## src/rtl/chain_head_pkg.sv

```systemverilog
package chain_head_pkg;
  localparam int WORD_W = 16;
  localparam logic [WORD_W-1:0] NULL_WORD   = 16'h0000;
  localparam logic [WORD_W-1:0] SYNC_WORD   = 16'hEB90;
  localparam logic [WORD_W-1:0] AUTODEF_CMD = 16'hFE00;

  typedef enum logic [1:0] {
    MK_AUTO  = 2'd0,
    MK_READ  = 2'd1,
    MK_WRITE = 2'd2
  } msg_kind_e;
endpackage

```

## src/rtl/chain_req_gate.sv

```systemverilog
module chain_req_gate
  import chain_head_pkg::*;
#(
  parameter int LEN_W = 9
) (
  input  logic              clk,
  input  logic              rst_n,
  input  logic              idle,
  input  logic              req_valid,
  input  logic              req_write,
  input  logic [WORD_W-1:0] req_addr,
  input  logic [LEN_W:0]    req_len,
  output logic              req_ready,
  output logic              rej_err,
  output logic              go,
  output logic              go_write,
  output logic [WORD_W-1:0] go_addr,
  output logic [LEN_W-1:0]  go_len
);
  logic accept;
  logic len_ok;

  assign req_ready = idle;
  assign accept    = req_valid && req_ready;
  // a legal length is non-zero and fits in LEN_W bits
  assign len_ok    = (req_len != '0) && !req_len[LEN_W];
  assign go        = accept && len_ok;
  assign go_write  = req_write;
  assign go_addr   = req_addr;
  assign go_len    = req_len[LEN_W-1:0];

  always_ff @(posedge clk) begin
    if (!rst_n) rej_err <= 1'b0;
    else        rej_err <= accept && !len_ok;
  end
endmodule

```

## src/rtl/chain_tx_framer.sv

```systemverilog
module chain_tx_framer
  import chain_head_pkg::*;
#(
  parameter int LEN_W = 9
) (
  input  logic              clk,
  input  logic              rst_n,
  input  logic              go,
  input  logic              go_write,
  input  logic [WORD_W-1:0] go_addr,
  input  logic [LEN_W-1:0]  go_len,
  input  logic              rx_done,
  input  logic              wdata_valid,
  input  logic [WORD_W-1:0] wdata,
  output logic              wdata_ready,
  output logic [WORD_W-1:0] ring_tx,
  output logic              idle,
  output logic              gap_err,
  output logic              arm,
  output msg_kind_e         arm_kind,
  output logic [LEN_W-1:0]  arm_len
);
  localparam int PAD_W = WORD_W - LEN_W - 1;

  typedef enum logic [2:0] {
    F_BOOT, F_IDLE, F_NULL, F_SYNC, F_CMD, F_ADDR, F_PAY, F_WAIT
  } fr_state_e;

  fr_state_e         st;
  msg_kind_e         kind;
  logic [WORD_W-1:0] addr_q;
  logic [LEN_W-1:0]  len_q;
  logic [LEN_W-1:0]  cnt_q;
  logic [WORD_W-1:0] tx_q;
  logic [WORD_W-1:0] cmd_word;
  logic              pay_wr;

  assign cmd_word    = (kind == MK_AUTO) ? AUTODEF_CMD
                     : {{PAD_W{1'b0}}, (kind == MK_WRITE), len_q};
  assign pay_wr      = (st == F_PAY) && (kind == MK_WRITE);
  assign wdata_ready = pay_wr;
  assign idle        = (st == F_IDLE);
  assign ring_tx     = tx_q;
  assign arm         = (st == F_NULL);
  assign arm_kind    = kind;
  assign arm_len     = len_q;

  always_ff @(posedge clk) begin
    if (!rst_n) begin
      st      <= F_BOOT;
      kind    <= MK_AUTO;
      addr_q  <= '0;
      len_q   <= '0;
      cnt_q   <= '0;
      tx_q    <= NULL_WORD;
      gap_err <= 1'b0;
    end else begin
      gap_err <= pay_wr && !wdata_valid;
      unique case (st)
        F_BOOT: begin
          kind   <= MK_AUTO;
          addr_q <= '0;
          len_q  <= '0;
          tx_q   <= NULL_WORD;
          st     <= F_NULL;
        end
        F_IDLE: begin
          tx_q <= NULL_WORD;
          if (go) begin
            kind   <= go_write ? MK_WRITE : MK_READ;
            addr_q <= go_addr;
            len_q  <= go_len;
            st     <= F_NULL;
          end
        end
        F_NULL: begin
          tx_q <= NULL_WORD;
          st   <= F_SYNC;
        end
        F_SYNC: begin
          tx_q <= SYNC_WORD;
          st   <= F_CMD;
        end
        F_CMD: begin
          tx_q <= cmd_word;
          st   <= F_ADDR;
        end
        F_ADDR: begin
          tx_q  <= addr_q;
          cnt_q <= len_q;
          st    <= (kind == MK_AUTO) ? F_WAIT : F_PAY;
        end
        F_PAY: begin
          tx_q  <= (pay_wr && wdata_valid) ? wdata : NULL_WORD;
          cnt_q <= cnt_q - 1'b1;
          if (cnt_q == LEN_W'(1)) st <= F_WAIT;
        end
        F_WAIT: begin
          tx_q <= NULL_WORD;
          if (rx_done) st <= F_IDLE;
        end
        default: st <= F_BOOT;
      endcase
    end
  end
endmodule

```

## src/rtl/chain_rx_parser.sv

```systemverilog
module chain_rx_parser
  import chain_head_pkg::*;
#(
  parameter int LEN_W = 9
) (
  input  logic              clk,
  input  logic              rst_n,
  input  logic [WORD_W-1:0] ring_rx,
  input  logic              arm,
  input  msg_kind_e         arm_kind,
  input  logic [LEN_W-1:0]  arm_len,
  output logic              rx_done,
  output logic              rdata_valid,
  output logic [WORD_W-1:0] rdata,
  output logic              rd_done,
  output logic              map_valid,
  output logic [WORD_W-1:0] map_end
);
  typedef enum logic [1:0] {P_HUNT, P_CMD, P_ADDR, P_PAY} px_state_e;

  px_state_e         st;
  logic [WORD_W-1:0] rx_q;
  logic [WORD_W-1:0] prv_q;
  logic              armed;
  msg_kind_e         kind;
  logic [LEN_W-1:0]  len_q;
  logic [LEN_W-1:0]  cnt_q;
  logic              hdr_seen;

  assign hdr_seen = armed && (prv_q == NULL_WORD) && (rx_q == SYNC_WORD);

  always_ff @(posedge clk) begin
    if (!rst_n) begin
      st          <= P_HUNT;
      rx_q        <= NULL_WORD;
      prv_q       <= NULL_WORD;
      armed       <= 1'b0;
      kind        <= MK_AUTO;
      len_q       <= '0;
      cnt_q       <= '0;
      rx_done     <= 1'b0;
      rdata_valid <= 1'b0;
      rdata       <= '0;
      rd_done     <= 1'b0;
      map_valid   <= 1'b0;
      map_end     <= '0;
    end else begin
      rx_q        <= ring_rx;
      prv_q       <= rx_q;
      rx_done     <= 1'b0;
      rdata_valid <= 1'b0;
      rd_done     <= 1'b0;
      unique case (st)
        P_HUNT: if (hdr_seen) st <= P_CMD;
        P_CMD:  st <= P_ADDR;
        P_ADDR: begin
          if (kind == MK_AUTO) begin
            map_end   <= rx_q;
            map_valid <= 1'b1;
            rx_done   <= 1'b1;
            armed     <= 1'b0;
            st        <= P_HUNT;
          end else begin
            cnt_q <= len_q;
            st    <= P_PAY;
          end
        end
        P_PAY: begin
          if (kind == MK_READ) begin
            rdata_valid <= 1'b1;
            rdata       <= rx_q;
          end
          cnt_q <= cnt_q - 1'b1;
          if (cnt_q == LEN_W'(1)) begin
            rx_done <= 1'b1;
            rd_done <= (kind == MK_READ);
            armed   <= 1'b0;
            st      <= P_HUNT;
          end
        end
        default: st <= P_HUNT;
      endcase
      if (arm) begin
        armed <= 1'b1;
        kind  <= arm_kind;
        len_q <= arm_len;
      end
    end
  end
endmodule

```

## src/rtl/chain_head_ctrl.sv

```systemverilog
module chain_head_ctrl
  import chain_head_pkg::*;
#(
  parameter int LEN_W = 9
) (
  input  logic              clk,
  input  logic              rst_n,
  input  logic              req_valid,
  output logic              req_ready,
  input  logic              req_write,
  input  logic [15:0]       req_addr,
  input  logic [LEN_W:0]    req_len,
  output logic              req_err,
  input  logic              wdata_valid,
  output logic              wdata_ready,
  input  logic [15:0]       wdata,
  output logic              rdata_valid,
  output logic [15:0]       rdata,
  output logic              rd_done,
  output logic              map_valid,
  output logic [15:0]       map_end,
  output logic [15:0]       ring_tx,
  input  logic [15:0]       ring_rx
);
  logic              idle;
  logic              rej_err;
  logic              gap_err;
  logic              go;
  logic              go_write;
  logic [WORD_W-1:0] go_addr;
  logic [LEN_W-1:0]  go_len;
  logic              rx_done;
  logic              arm;
  msg_kind_e         arm_kind;
  logic [LEN_W-1:0]  arm_len;

  assign req_err = rej_err || gap_err;

  chain_req_gate #(.LEN_W(LEN_W)) gate_i (
    .clk(clk), .rst_n(rst_n), .idle(idle),
    .req_valid(req_valid), .req_write(req_write), .req_addr(req_addr),
    .req_len(req_len), .req_ready(req_ready), .rej_err(rej_err),
    .go(go), .go_write(go_write), .go_addr(go_addr), .go_len(go_len)
  );

  chain_tx_framer #(.LEN_W(LEN_W)) framer_i (
    .clk(clk), .rst_n(rst_n), .go(go), .go_write(go_write),
    .go_addr(go_addr), .go_len(go_len), .rx_done(rx_done),
    .wdata_valid(wdata_valid), .wdata(wdata), .wdata_ready(wdata_ready),
    .ring_tx(ring_tx), .idle(idle), .gap_err(gap_err),
    .arm(arm), .arm_kind(arm_kind), .arm_len(arm_len)
  );

  chain_rx_parser #(.LEN_W(LEN_W)) parser_i (
    .clk(clk), .rst_n(rst_n), .ring_rx(ring_rx), .arm(arm),
    .arm_kind(arm_kind), .arm_len(arm_len), .rx_done(rx_done),
    .rdata_valid(rdata_valid), .rdata(rdata), .rd_done(rd_done),
    .map_valid(map_valid), .map_end(map_end)
  );
endmodule

```

## config.mk

```make
export PLATFORM = sky130hd
export DESIGN_NAME = chain_head_ctrl
export DESIGN_NICKNAME = d
export VERILOG_FILES = /design/src/rtl/chain_head_pkg.sv /design/src/rtl/chain_req_gate.sv /design/src/rtl/chain_tx_framer.sv /design/src/rtl/chain_rx_parser.sv /design/src/rtl/chain_head_ctrl.sv
export SDC_FILE = /design/constraint.sdc
export NUM_CORES = 1
export LEC_CHECK = 0
export ABC_AREA = 1
export BUFFER_PORTS_ARGS = -buffer_cell sky130_fd_sc_hd__buf_2
export CAP_MARGIN = 40
export CORE_MARGIN = 3
export CORE_UTILIZATION = 38
export DETAILED_ROUTE_END_ITERATION = 8
export GPL_ROUTABILITY_DRIVEN = 0
export SETUP_SLACK_MARGIN = 0.15
export SLEW_MARGIN = 5
export SYNTH_ARGS = -nofsm -noshare
export SYNTH_HDL_FRONTEND = slang
export SYNTH_SLANG_ARGS = --single-unit
```

## constraint.sdc

```tcl
create_clock -name clk -period 4.1 [get_ports clk]
set_clock_uncertainty 0.2 [all_clocks]
set_input_delay 0.41 -clock clk [delete_from_list [all_inputs] [get_ports clk]]
set_output_delay 0.41 -clock clk [all_outputs]
set_load 0.005 [all_outputs]
```

# Word level (Yosys, flattened, before mapping)
# Index checks and enable logic that the tools add are counted.
# op_classes
muxes	30
n_reduce_logical	33
n_eq_ne	23
addsub	2
# ops
op	count
16-bit case mux with 5 select lines	1
9-bit case mux with 2 select lines	3
16-bit 2-to-1 mux	3
16-bit case mux with 2 select lines	1
3-bit case mux with 8 select lines	1
9-bit by 1-bit equality test with 1-bit output (second input constant)	2
9-bit 2-to-1 mux	2
9-bit by 1-bit subtractor with 9-bit output (second input constant)	2
16-bit equality test (second input constant)	1
16-bit logical NOT	1
3-bit equality test (second input constant)	4
2-bit AND reduction	6
2-bit 2-to-1 mux	5
10-bit nonzero test	1
1-bit logical AND	9
3-bit 2-to-1 mux	3
3-bit AND reduction	3
2-bit by 1-bit inequality test with 1-bit output (second input constant)	4
2-bit case mux with 4 select lines	1
1-bit 2-to-1 mux	7
2-bit equality test (second input constant)	3
3-bit by 2-bit equality test with 1-bit output (second input constant)	2
2-bit logical NOT	3
3-bit by 2-bit inequality test with 1-bit output (second input constant)	2
other kinds (11)	18
# word_totals
input_bits	63
reg_bits	148
elab_cells	109
out_inout_bits	54

# Logic depth before layout (Yosys ltp)
# depth
depth_word	5
mapped_depth	9

# Modules after synthesis
# A second synthesis with hierarchy kept.
# unflattened
hier_cells	844
hier_area_um2	6195.9
# modules_own_cells
mod	n_inst	area_per_inst_um2	cells_per_inst
chain_rx_parser	1	3324.4	428
chain_tx_framer	1	2557.5	368
chain_req_gate	1	302.8	45
chain_head_ctrl	1	11.3	3

# Worst setup path after synthesis
# Ideal clock, no wire load.
# synth_path
path_kind	reg-to-reg
startpoint	reg framer_i.st[1]
endpoint	reg framer_i.cnt_q[1]
slack_ns	2.553
path_stages_with_launch	7
period_less_slack_ns	1.547
required_time_ns	3.772
arrival_ns	1.219
cell_sequence	dfxtp_1 inv_2 nand3_1 inv_2 buf_2 a221oi_1 nor2_1
# synth_via
elab_chain_cells	2
word_cells_on_any_way	4
cone_classes	2 x eq/ne; 1 x mux; 1 x reduce/logical
# synth_lines
item	line_no	text
from (decl)	chain_tx_framer.sv:29	fr_state_e st;
from (signal assigned)	chain_tx_framer.sv:91	st <= (kind == MK_AUTO) ? F_WAIT : F_PAY;
3-bit equality test	chain_tx_framer.sv:59	unique case (st)
9-bit case mux with 2 select lines or 2-bit nonzero test (tied branches)	n/a	
to (signal assigned)	chain_tx_framer.sv:90	cnt_q <= len_q;
to (signal assigned)	chain_tx_framer.sv:95	cnt_q <= cnt_q - 1'b1;
to (decl)	chain_tx_framer.sv:33	logic [LEN_W-1:0] cnt_q;
# Several ways; a longest one is shown, not always the timed one.
# A chain may end at the register's enable or synchronous reset.

# Worst setup path in the final report
# layout_path
startpoint	reg framer_i.st[2]
endpoint	out req_ready
# layout_via
elab_chain_cells	1
# layout_lines
item	line_no	text
3-bit by 1-bit equality test with 1-bit output	chain_tx_framer.sv:42	assign idle = (st == F_IDLE);
to (decl)	chain_head_ctrl.sv:9	output logic req_ready,
# No other way between the ends.

==> impl_metrics.yaml <==
detailed_routing:
  drc: 0
  post_drt_wl_per_cell_um: 14.2
  viasPerCell: 4.91
  totalWireLength_um: 15800
  drt_iter0_markers: 445
  ant_nets: 0
  num_vias: 5436
  dr.pass1.iters: 5
global_route:
  grt_pass1_vias: 5113
  grt-ovfl-total: 0
  track_usage: 0.189
  grt_pass1_wl_um: 25600
  grt_max_degree: 48
  antenna_found_initial: 0
timing:
  setup_viol: 0
  fmax_ghz: 0.437
  finalCritPeriodShare: 0.558
  hold_ws_ns: 0.0189
  relSlewSlack: 0.518
  tns_ns: 0
  fin_crit_ns: 2.29
  worstMarginPinSlew_ns: 0.721
  final_hold_viol_count: 0
  rsz0062_at_grt: "false"
  setup_ws_ns: 1.81
  drv_slew: 0
setup_path:
  r2r_end: "parser_i.map_end[6]"
  r2r_cells: 6
  arrival_ns: 1.68
  endpoint_kind: "output port"
  rr_startpoint: "parser_i.st[1]"
  critPathMaxFanout: 27
  crit_path_start_kind: "register"
  r2r_slack_ns: 1.96
  cp.required_ns: 3.49
  critPathKind: "register to output port"
floorplanning:
  start_util: 0.398
  fp.dieW_um: 131
  die_y_um: 131
  io_pins: 117
  die_area_mm2: 0.0171
  core_region_area_mm2: 0.0149
  rows: 44
logic_synthesis:
  synth_most_common_cell: "dfxtp_1"
  syn_nets: 855
  ys_async_sr_fraction: 0
  yosysTopAreaCell: "dfxtp_1"
  ys_warn_count: 0
  synth_seq_cells: 148
  syn_inst: 788
  synth_area_leaders: "dfxtp_1 50%, nor2_1 8.8%, nand2_1 8.5%, o21ai_0 7.1%, inv_1 5.6%"
  synth_cell_types: 38
  ys_seq_area_frac: 0.501
  netlist.area_leader.share: 0.501
  syn_avg_cell_area_um2: 7.50
  syn_area_mm2: 0.00591
  synth_edf_count: 0
  synthFlopType: "dfxtp_1"
  synthTopCellsByCount: "148 x dfxtp_1, 139 x nor2_1, 134 x nand2_1"
placement:
  dpl_worst_slack_ns: 1.98
  io_buffers: 116
  post_dp_cell_area_mm2: 0.00660
  dp_hpwl_um: 10700
cts:
  numCtsBuffers: 17
  cts_buffer_depth: 2
  htree_levels: 4
  cts.sinks: 148
  clk_pin_slew_ns: 0.06
  post_cts_buffers: 0
  hold_buffers: 16
  clk_latency_ns: 0.42
  cts-root-buf: "clkbuf_16"
  cts_tree: "done"
  cts_resized: 0
hold_path:
  hold-path-endpoint: "parser_i.rx_q[15]"
  min_path_cells: 3
  hold_start: "ring_rx[15]"
  hp-class: "input port to register"
layout:
  nFillCells: 1475
  fin_area_mm2: 0.00731
  antenna_cells: 0
  nNetsFinal: 977
  final_layout_size_suffix_gt1_frac: 0.186
  area_growth_pct: 23.7
power:
  peakVddDrop_uv: 329
  power.density_mw_per_mm2: 590
  fin_total_pwr_mw: 4.31
  p_leak_nw: 3.54
flow_run:
  cap_violations: 0
outcome:
  status: "complete, no violations"
==> worst max-delay path, stage by stage (launching register included) <==
cell and delay (ns):
dfxtp_1 0.37, inv_2 0.12, nand3_2 0.15, inv_2 0.41, buf_2 0.20
==> report_power, final <==
part / internal [mW] / switching [mW]
clock network: 0.841 / 0.595
logic: 0.348 / 0.628
registers: 1.69 / 0.212
total: 2.88 / 1.44
==> registers in the layout (all words and copies together), names as in the netlist, 2 cells and up <==
signal and cells:
parser_i.map_end 16, parser_i.cnt_q 9, framer_i.cnt_q 9, parser_i.st 2, parser_i.rdata 16, parser_i.kind 2, parser_i.rx_q 16, framer_i.arm_kind 2
parser_i.len_q 9, framer_i.arm_len 9, framer_i.addr_q 16, framer_i.st 3, framer_i.ring_tx 16, parser_i.prv_q 16
==> placed cells by master, fill, tap and decap left out, types with 2 or more instances in the layout <==
cell type,n
nand3_1,25
or2_2,3
a211oi_1,2
nand2_1,134
o211ai_1,2
nand4_1,3
clkinv_2,4
nor2_1,139
clkbuf_8,4
a22oi_1,24
dlygate4sd3_1,16
nor3_1,7
a21oi_1,44
nand3_4,2
nand3_2,2
clkbuf_16,17
buf_4,5
a32oi_1,3
a221oi_1,2
clkinv_1,2
ha_1,4
buf_2,116
o21ai_1,2
o21ai_0,84
clkinvlp_4,4
a31oi_1,16
inv_2,7
inv_1,88
dfxtp_1,148
==> routing by layer <==
metal / GRT usage / share of wire / vias to the layer above
li1: - / - / 2795
met1: 0.265 / 0.48 / 2459
met2: 0.287 / 0.45 / 161
met3: 0.0504 / 0.057 / 21
met4: 0.0575 / 0.017 / 0
met5: 0 / 0 / -
==> worst max-delay path by stage <==
stage / startpoint / cells after the start / to
floorplan: framer_i.st[1] / 6 / framer_i.cnt_q[1]
global placement: framer_i.st[2] / 6 / framer_i.ring_tx[14]
detailed placement: parser_i.st[1] / 6 / parser_i.map_end[10]
CTS: framer_i.st[2] / 4 / req_ready
global route: framer_i.st[2] / 4 / req_ready
finish: framer_i.st[2] / 4 / req_ready
==> per-stage QoR <==
step,util,instances
after detailed placement,0.444,1059
after global routing,0.492,1107
after floorplan,-,788
after CTS,0.492,1107
after global placement,0.443,1058
final,0.492,1107
==> final cells by class <==
cell class / instances / area [um2] / share of cell area
Inverter: 98 / 369 / 0.0505
Sequential cell: 148 / 2960 / 0.405
Multi-Input combinational cell: 508 / 2420 / 0.330
Tap cell: 184 / 230 / 0.0315
Clock buffer: 22 / 484 / 0.0662
Clock inverter: 10 / 73.8 / 0.0101
Timing Repair Buffer: 137 / 778 / 0.106
==> kinds of logic after synthesis <==
logic type,share of synthesized area
AO/OA/AOI/OAI,0.175
adder cells (fa/ha/maj),0.00847
buffers and inverters,0.0902
flip-flops,0.501
AND/OR/NAND/NOR,0.225
No activity file was read; power rests on OpenSTA's default activity.
